**config.mk**
```make
export PLATFORM = sky130hd
export DESIGN_NAME = byte_prog_seq
export DESIGN_NICKNAME = d
export VERILOG_FILES = /design/src/rtl/byte_prog_seq.sv
export SDC_FILE = /design/constraint.sdc
export NUM_CORES = 1
export LEC_CHECK = 0
export ABC_AREA = 1
export BUFFER_PORTS_ARGS = -buffer_cell sky130_fd_sc_hd__clkbuf_2
export CAP_MARGIN = 20
export CORE_UTILIZATION = 44
export DETAILED_ROUTE_END_ITERATION = 7
export PLACE_DENSITY = 0.81
export SYNTH_ARGS = -nofsm -noshare
export SYNTH_HDL_FRONTEND = slang
export SYNTH_SLANG_ARGS = --single-unit
```
**constraint.sdc**
```tcl
create_clock -name clk -period 1.2 [get_ports clk]
set_input_delay 0.24 -clock clk [delete_from_list [all_inputs] [get_ports clk]]
set_output_delay 0.24 -clock clk [all_outputs]
set_load 0.01 [all_outputs]
```
**src/rtl/byte_prog_seq.sv**
```systemverilog
module byte_prog_seq #(
  parameter int ADDR_W       = 17,
  parameter int DATA_W       = 8,
  parameter int BLK_W        = 3,
  parameter int PROG_CYCLES  = 16,
  parameter int ABORT_CYCLES = 8
) (
  input  logic                   clk,
  input  logic                   rst_n,
  input  logic                   start,
  input  logic [ADDR_W-1:0]      addr,
  input  logic [DATA_W-1:0]      wdata,
  input  logic [(1<<BLK_W)-1:0]  prot,
  input  logic                   reset_req,
  input  logic                   rd_stat,
  output logic                   arr_rd,
  output logic                   arr_wr,
  output logic [ADDR_W-1:0]      arr_addr,
  output logic [DATA_W-1:0]      arr_wdata,
  input  logic [DATA_W-1:0]      arr_rdata,
  output logic                   busy,
  output logic                   done,
  output logic                   err,
  output logic                   stat_sel,
  output logic [DATA_W-1:0]      stat
);

  localparam int LONGEST = (PROG_CYCLES > ABORT_CYCLES) ? PROG_CYCLES : ABORT_CYCLES;
  localparam int CNT_W   = $clog2(LONGEST + 1);

  typedef enum logic [3:0] {
    S_IDLE, S_RD, S_MRG, S_WR, S_WAIT, S_VRD, S_VCHK, S_ERR, S_ABT
  } st_t;

  st_t               st;
  logic [ADDR_W-1:0] a_q;
  logic [DATA_W-1:0] d_q;
  logic [DATA_W-1:0] m_q;
  logic [CNT_W-1:0]  cnt;
  logic              tog;
  logic              hit;

  assign hit = prot[addr[ADDR_W-1 -: BLK_W]];

  always_ff @(posedge clk or negedge rst_n) begin
    if (!rst_n) begin
      st   <= S_IDLE;
      a_q  <= '0;
      d_q  <= '0;
      m_q  <= '0;
      cnt  <= '0;
      done <= 1'b0;
    end else begin
      done <= 1'b0;
      case (st)
        S_IDLE: if (start) begin
          if (hit) done <= 1'b1;
          else begin
            a_q <= addr;
            d_q <= wdata;
            st  <= S_RD;
          end
        end
        S_RD:   st <= S_MRG;
        S_MRG: begin
          m_q <= arr_rdata & d_q;
          st  <= S_WR;
        end
        S_WR: begin
          cnt <= CNT_W'(PROG_CYCLES - 1);
          st  <= S_WAIT;
        end
        S_WAIT: if (cnt == '0) st <= S_VRD;
                else cnt <= cnt - 1'b1;
        S_VRD:  st <= S_VCHK;
        S_VCHK: begin
          done <= 1'b1;
          st   <= (arr_rdata == m_q) ? S_IDLE : S_ERR;
        end
        S_ERR: if (reset_req) begin
          cnt <= CNT_W'(ABORT_CYCLES - 1);
          st  <= S_ABT;
        end
        S_ABT:  if (cnt == '0) st <= S_IDLE;
                else cnt <= cnt - 1'b1;
        default: st <= S_IDLE;
      endcase
    end
  end

  always_ff @(posedge clk or negedge rst_n) begin
    if (!rst_n)                tog <= 1'b0;
    else if (rd_stat && stat_sel) tog <= ~tog;
  end

  assign busy      = (st == S_RD) || (st == S_MRG) || (st == S_WR) ||
                     (st == S_WAIT) || (st == S_VRD) || (st == S_VCHK);
  assign err       = (st == S_ERR) || (st == S_ABT);
  assign stat_sel  = busy || err;
  assign arr_rd    = (st == S_RD) || (st == S_VRD);
  assign arr_wr    = (st == S_WR);
  assign arr_addr  = a_q;
  assign arr_wdata = m_q;
  assign stat      = stat_sel ? {~d_q[DATA_W-1], tog, err, {(DATA_W-3){1'b0}}} : '0;

endmodule

```
==> summary.md <==
| Metric | Value |
|---|---|
| Most used cells in the layout excluding fill and tap cells | `clkbuf_2 (68), nand2_1 (66), inv_1 (51)` |
| Post-synthesis instance area | `2290 µm²` |
| Antenna violations before repair | `0` |
| Static leakage | `2.05 nW` |
| Data arrival time at the worst-slack endpoint | `about 1.5 ns` |
| Crit path launch type | `register` |
| Placed instance count | `468` |
| Gate Count Post-Synth | `298` |
| Wire length reported by the detailed router | `6.28 mm` |
| Cell type with the largest total area after synthesis | `dfrtp_1` |
| Count of vias placed by the detailed router | `around 2,300` |
| CP Max Fanout | `3` |
| Termination of the worst setup path | `stat[7]` |
| Die area | `5500 µm²` |
| ANT cells | `0` |
| Critical path data required time | `0.96 ns` |
| Wire length of the first global-routing pass | `9.79 mm` |
| Number of nets in the finished design | `479` |
| Clock Latency Late Sink | `0.30 ns` |
| Worst setup skew after layout | `0.00801 ns` |
| Clk root buf | `clkbuf_8` |
| Total global routing track utilization | `about a quarter` |
| Most common cell after layout, fill and taps aside | `clkbuf_2` |
| Path type of the worst setup path | `reg -> out` |
| Area taken by flip-flops and latches | `1100 µm²` |
| Number of warnings printed during yosys synthesis | `0` |
| Worst setup path startpoint | `st[1]` |
| Chip Width | `74.1 µm` |
| Number of pins with negative max-slew slack in the final report | `0` |
| #FFs+latches synth | `44` |
| Destination of the worst register-to-register timing path | `st[0]` |
| Effective utilization at floorplan | `47.2%` |
| Floorplan Core Area | `4850 µm²` |
| Count of maximum capacitance violations | `0` |
| Final min period | `1.77 ns` |
| Initial DRC count | `99` |
| Count of buffers inserted at the top-level ports | `79` |
| Pin count of the biggest net entering global routing | `45` |
| Fill cell total of the finished layout | `331` |
| Core occupancy in the finished layout | `between 70 and 80%` |
| Count of cell types in the netlist | `27` |
| Clock sink total | `44` |
| Die Span Y | `roughly 74 µm` |
| Violated checks | `setup timing` |
| Switching power as a share of total power | `40.4%` |
| Smallest setup slack after layout | `-0.574 ns` |
| HPWL reported at the end of detailed placement | `3.86 mm` |
| Portion of the clock cycle consumed by the worst path in the final layout | `148%` |
| Fraction of final layout cells with drive strength greater than 1 | `between 40 and 50%` |
| Total iterations of the first detailed-routing run | `4` |
| Layout Area Growth over Synthesis | `60.2%` |
| Clock network power share | `11.6%` |
| CTS tree | `built` |
| Maximum clock path buffer count | `2` |
| Non-filler cells, final | `499` |
| Detail Route Antenna Nets | `0` |
| Total power | `between 8 and 9 mW` |
| Post-DR wirelength/cell | `12.6 µm` |
| Place WS | `-0.276 ns` |
| Min-Delay Path Class | `in -> reg` |
| Endpoint kind of the worst setup timing path | `primary output` |
| Power share of the combinational group | `58.3%` |
| Clock input transition at the sequential cells of the worst setup and hold paths | `0.09 ns` |
| Top cells by area in the synthesized netlist | `dfrtp_1 (48%), nand2_1 (13%), inv_1 (9.0%), o21ai_1 (6.1%), nand3_1 (4.8%)` |
| FF-to-FF Start | `st[1]` |
| Remaining global-route overflow | `0` |
| Net load switching power | `3.50 mW` |
| Peak supply drop | `1180 µV` |
| Sequential-to-total area share from yosys stat | `48.1%` |
| Register-to-Register Path Depth | `11` |
| Area occupied by multi-input gates | `~1100 µm²` |
| Via count of the first global-routing pass | `2,226` |
| H-tree depth | `2` |
| Result of the run | `finished with violations` |
| Flop-to-flop setup slack | `-0.41 ns` |
| Row count | `25` |
| Unrepaired setup endpoints after global routing | `true` |
| Power density of the placed cells | `2360 nW/µm²` |
| P_int | `approximately 5 mW` |
| Mapped Avg Cell Area | `~7.7 µm²` |
| Clock buffers created by TritonCTS | `5` |
| DRC violations left | `0` |
| Final number of setup-violating endpoints | `between 50 and 60` |
| Number of I/O pins | `85` |
| Vias per inst | `4.65` |
| Sequential cell fraction of total power | `30.1%` |
| Top-area cell type share of the netlist area | `48.1%` |
| Final weighted congestion in routability-driven placement | `0.848` |
| Max Clock Freq | `around 560 MHz` |
| Final-report hold violation count | `0` |
## state kept, by name, summed over array words and instances, names as in the netlist
register	count
done	1
cnt	5
arr_wdata	8
st	4
d_q	8
tog	1
arr_addr	17
## timing repair
action | 4_1_cts | 5_1_grt
pin swaps | 5 | 9
hold buffers | 1 | 0
buffers inserted | 16 | 5
endpoints found under the setup margin | 54 | 57
gates resized for setup | 25 | 55
gates cloned | 5 | 1
endpoints found under the hold margin | 44 | 0
## metal layers
metal	track usage, %	vias up	routed length [µm]
met5	0	-	0
met4	8.76	0	95
met3	3.52	9	274
met2	41.0	80	3250
met1	30.2	1062	2660
li1	-	1170	-
## how the worst min path moves through the flow
| stage | startpoint | endpoint | slack, ns | cells after the start |
|---|---|---|---|---|
| after floorplan | rst_n | arr_addr[0] | -0.06 | 0 |
| after global placement | rst_n | tog | 0.24 | 2 |
| after detailed placement | rst_n | tog | 0.24 | 2 |
| after CTS | addr[10] | arr_addr[10] | 0.14 | 3 |
| after global routing | wdata[6] | d_q[6] | 0.15 | 3 |
| final | wdata[6] | d_q[6] | 0.14 | 3 |
## power groups by stage
| stage | registers [mW] | clock network, mW | logic [mW] |
|---|---|---|---|
| 5_1_grt | 2.68 | 1.07 | 5.51 |
| 3_5_place_dp | 2.58 | 0 | 3.82 |
| 3_3_place_gp | 2.55 | 0 | 3.70 |
| 6_report | 2.61 | 1.00 | 5.04 |
| 2_1_floorplan | 2.73 | 0 | 2.12 |
| 4_1_cts | 2.56 | 1.01 | 4.58 |
## per-stage QoR
step / area [µm²] / hold WS (ns) / TNS [ns]
final: 3670 / 0.140 / -18.64
after global routing: 3670 / 0.153 / -22.05
after CTS: 3500 / 0.137 / -20.21
after detailed placement: 3050 / 0.242 / -8.70
after global placement: 3050 / 0.239 / -7.10
after floorplan: 2390 / -0.0556 / -2.86
## Yosys cell counts
cell and n:
buf_4 5, nor2_1 16, nand4_1 1, clkinv_2 1, a21oi_1 1, inv_1 55, nor3_4 1, o21a_4 1
nor2_2 2, nand2_1 80, nand3_2 1, or2_4 1, o21ai_0 10, o21ai_1 28, ha_1 2, conb_1 1
buf_2 6, inv_2 3, dfrtp_1 44, or2_1 1, nor3_1 1, xor2_1 2, nor2_4 1, nand3_1 22
nand2_4 1, xnor2_1 6, nand2_2 5
## cells by family (layout without fill, tap and decap cells)
family / count (synthesis) / after routing / share of synthesized area, %
AO/OA/AOI/OAI: 40 / 40 / 9.18
XOR/XNOR: 8 / 8 / 3.06
adder cells (fa/ha/maj): 2 / 2 / 1.09
buffers and inverters: 70 / 200 / 12.7
flip-flops: 44 / 44 / 48.1
other: 1 / 5 / 0.164
AND/OR/NAND/NOR: 133 / 133 / 25.7
## worst max-delay path, cell delays in order, from the launching register on
cell      delay, ns
dfrtp_2        0.45
nand2_2        0.11
clkinv_2       0.07
nand2_4        0.07
nand2_4        0.04
or2_4          0.26
inv_4          0.08
nor2_4         0.03
buf_6          0.12
## cell type report
| type | count | area share, % |
|---|---|---|
| Clock buffer | 6 | 2.25 |
| Inverter | 59 | 6.21 |
| Multi-Input combinational cell | 188 | 29.8 |
| Tap cell | 67 | 2.29 |
| Sequential cell | 44 | 30.1 |
| Timing Repair Buffer | 133 | 29.0 |
| Clock inverter | 2 | 0.409 |
Power figures use the tool's default switching activity.
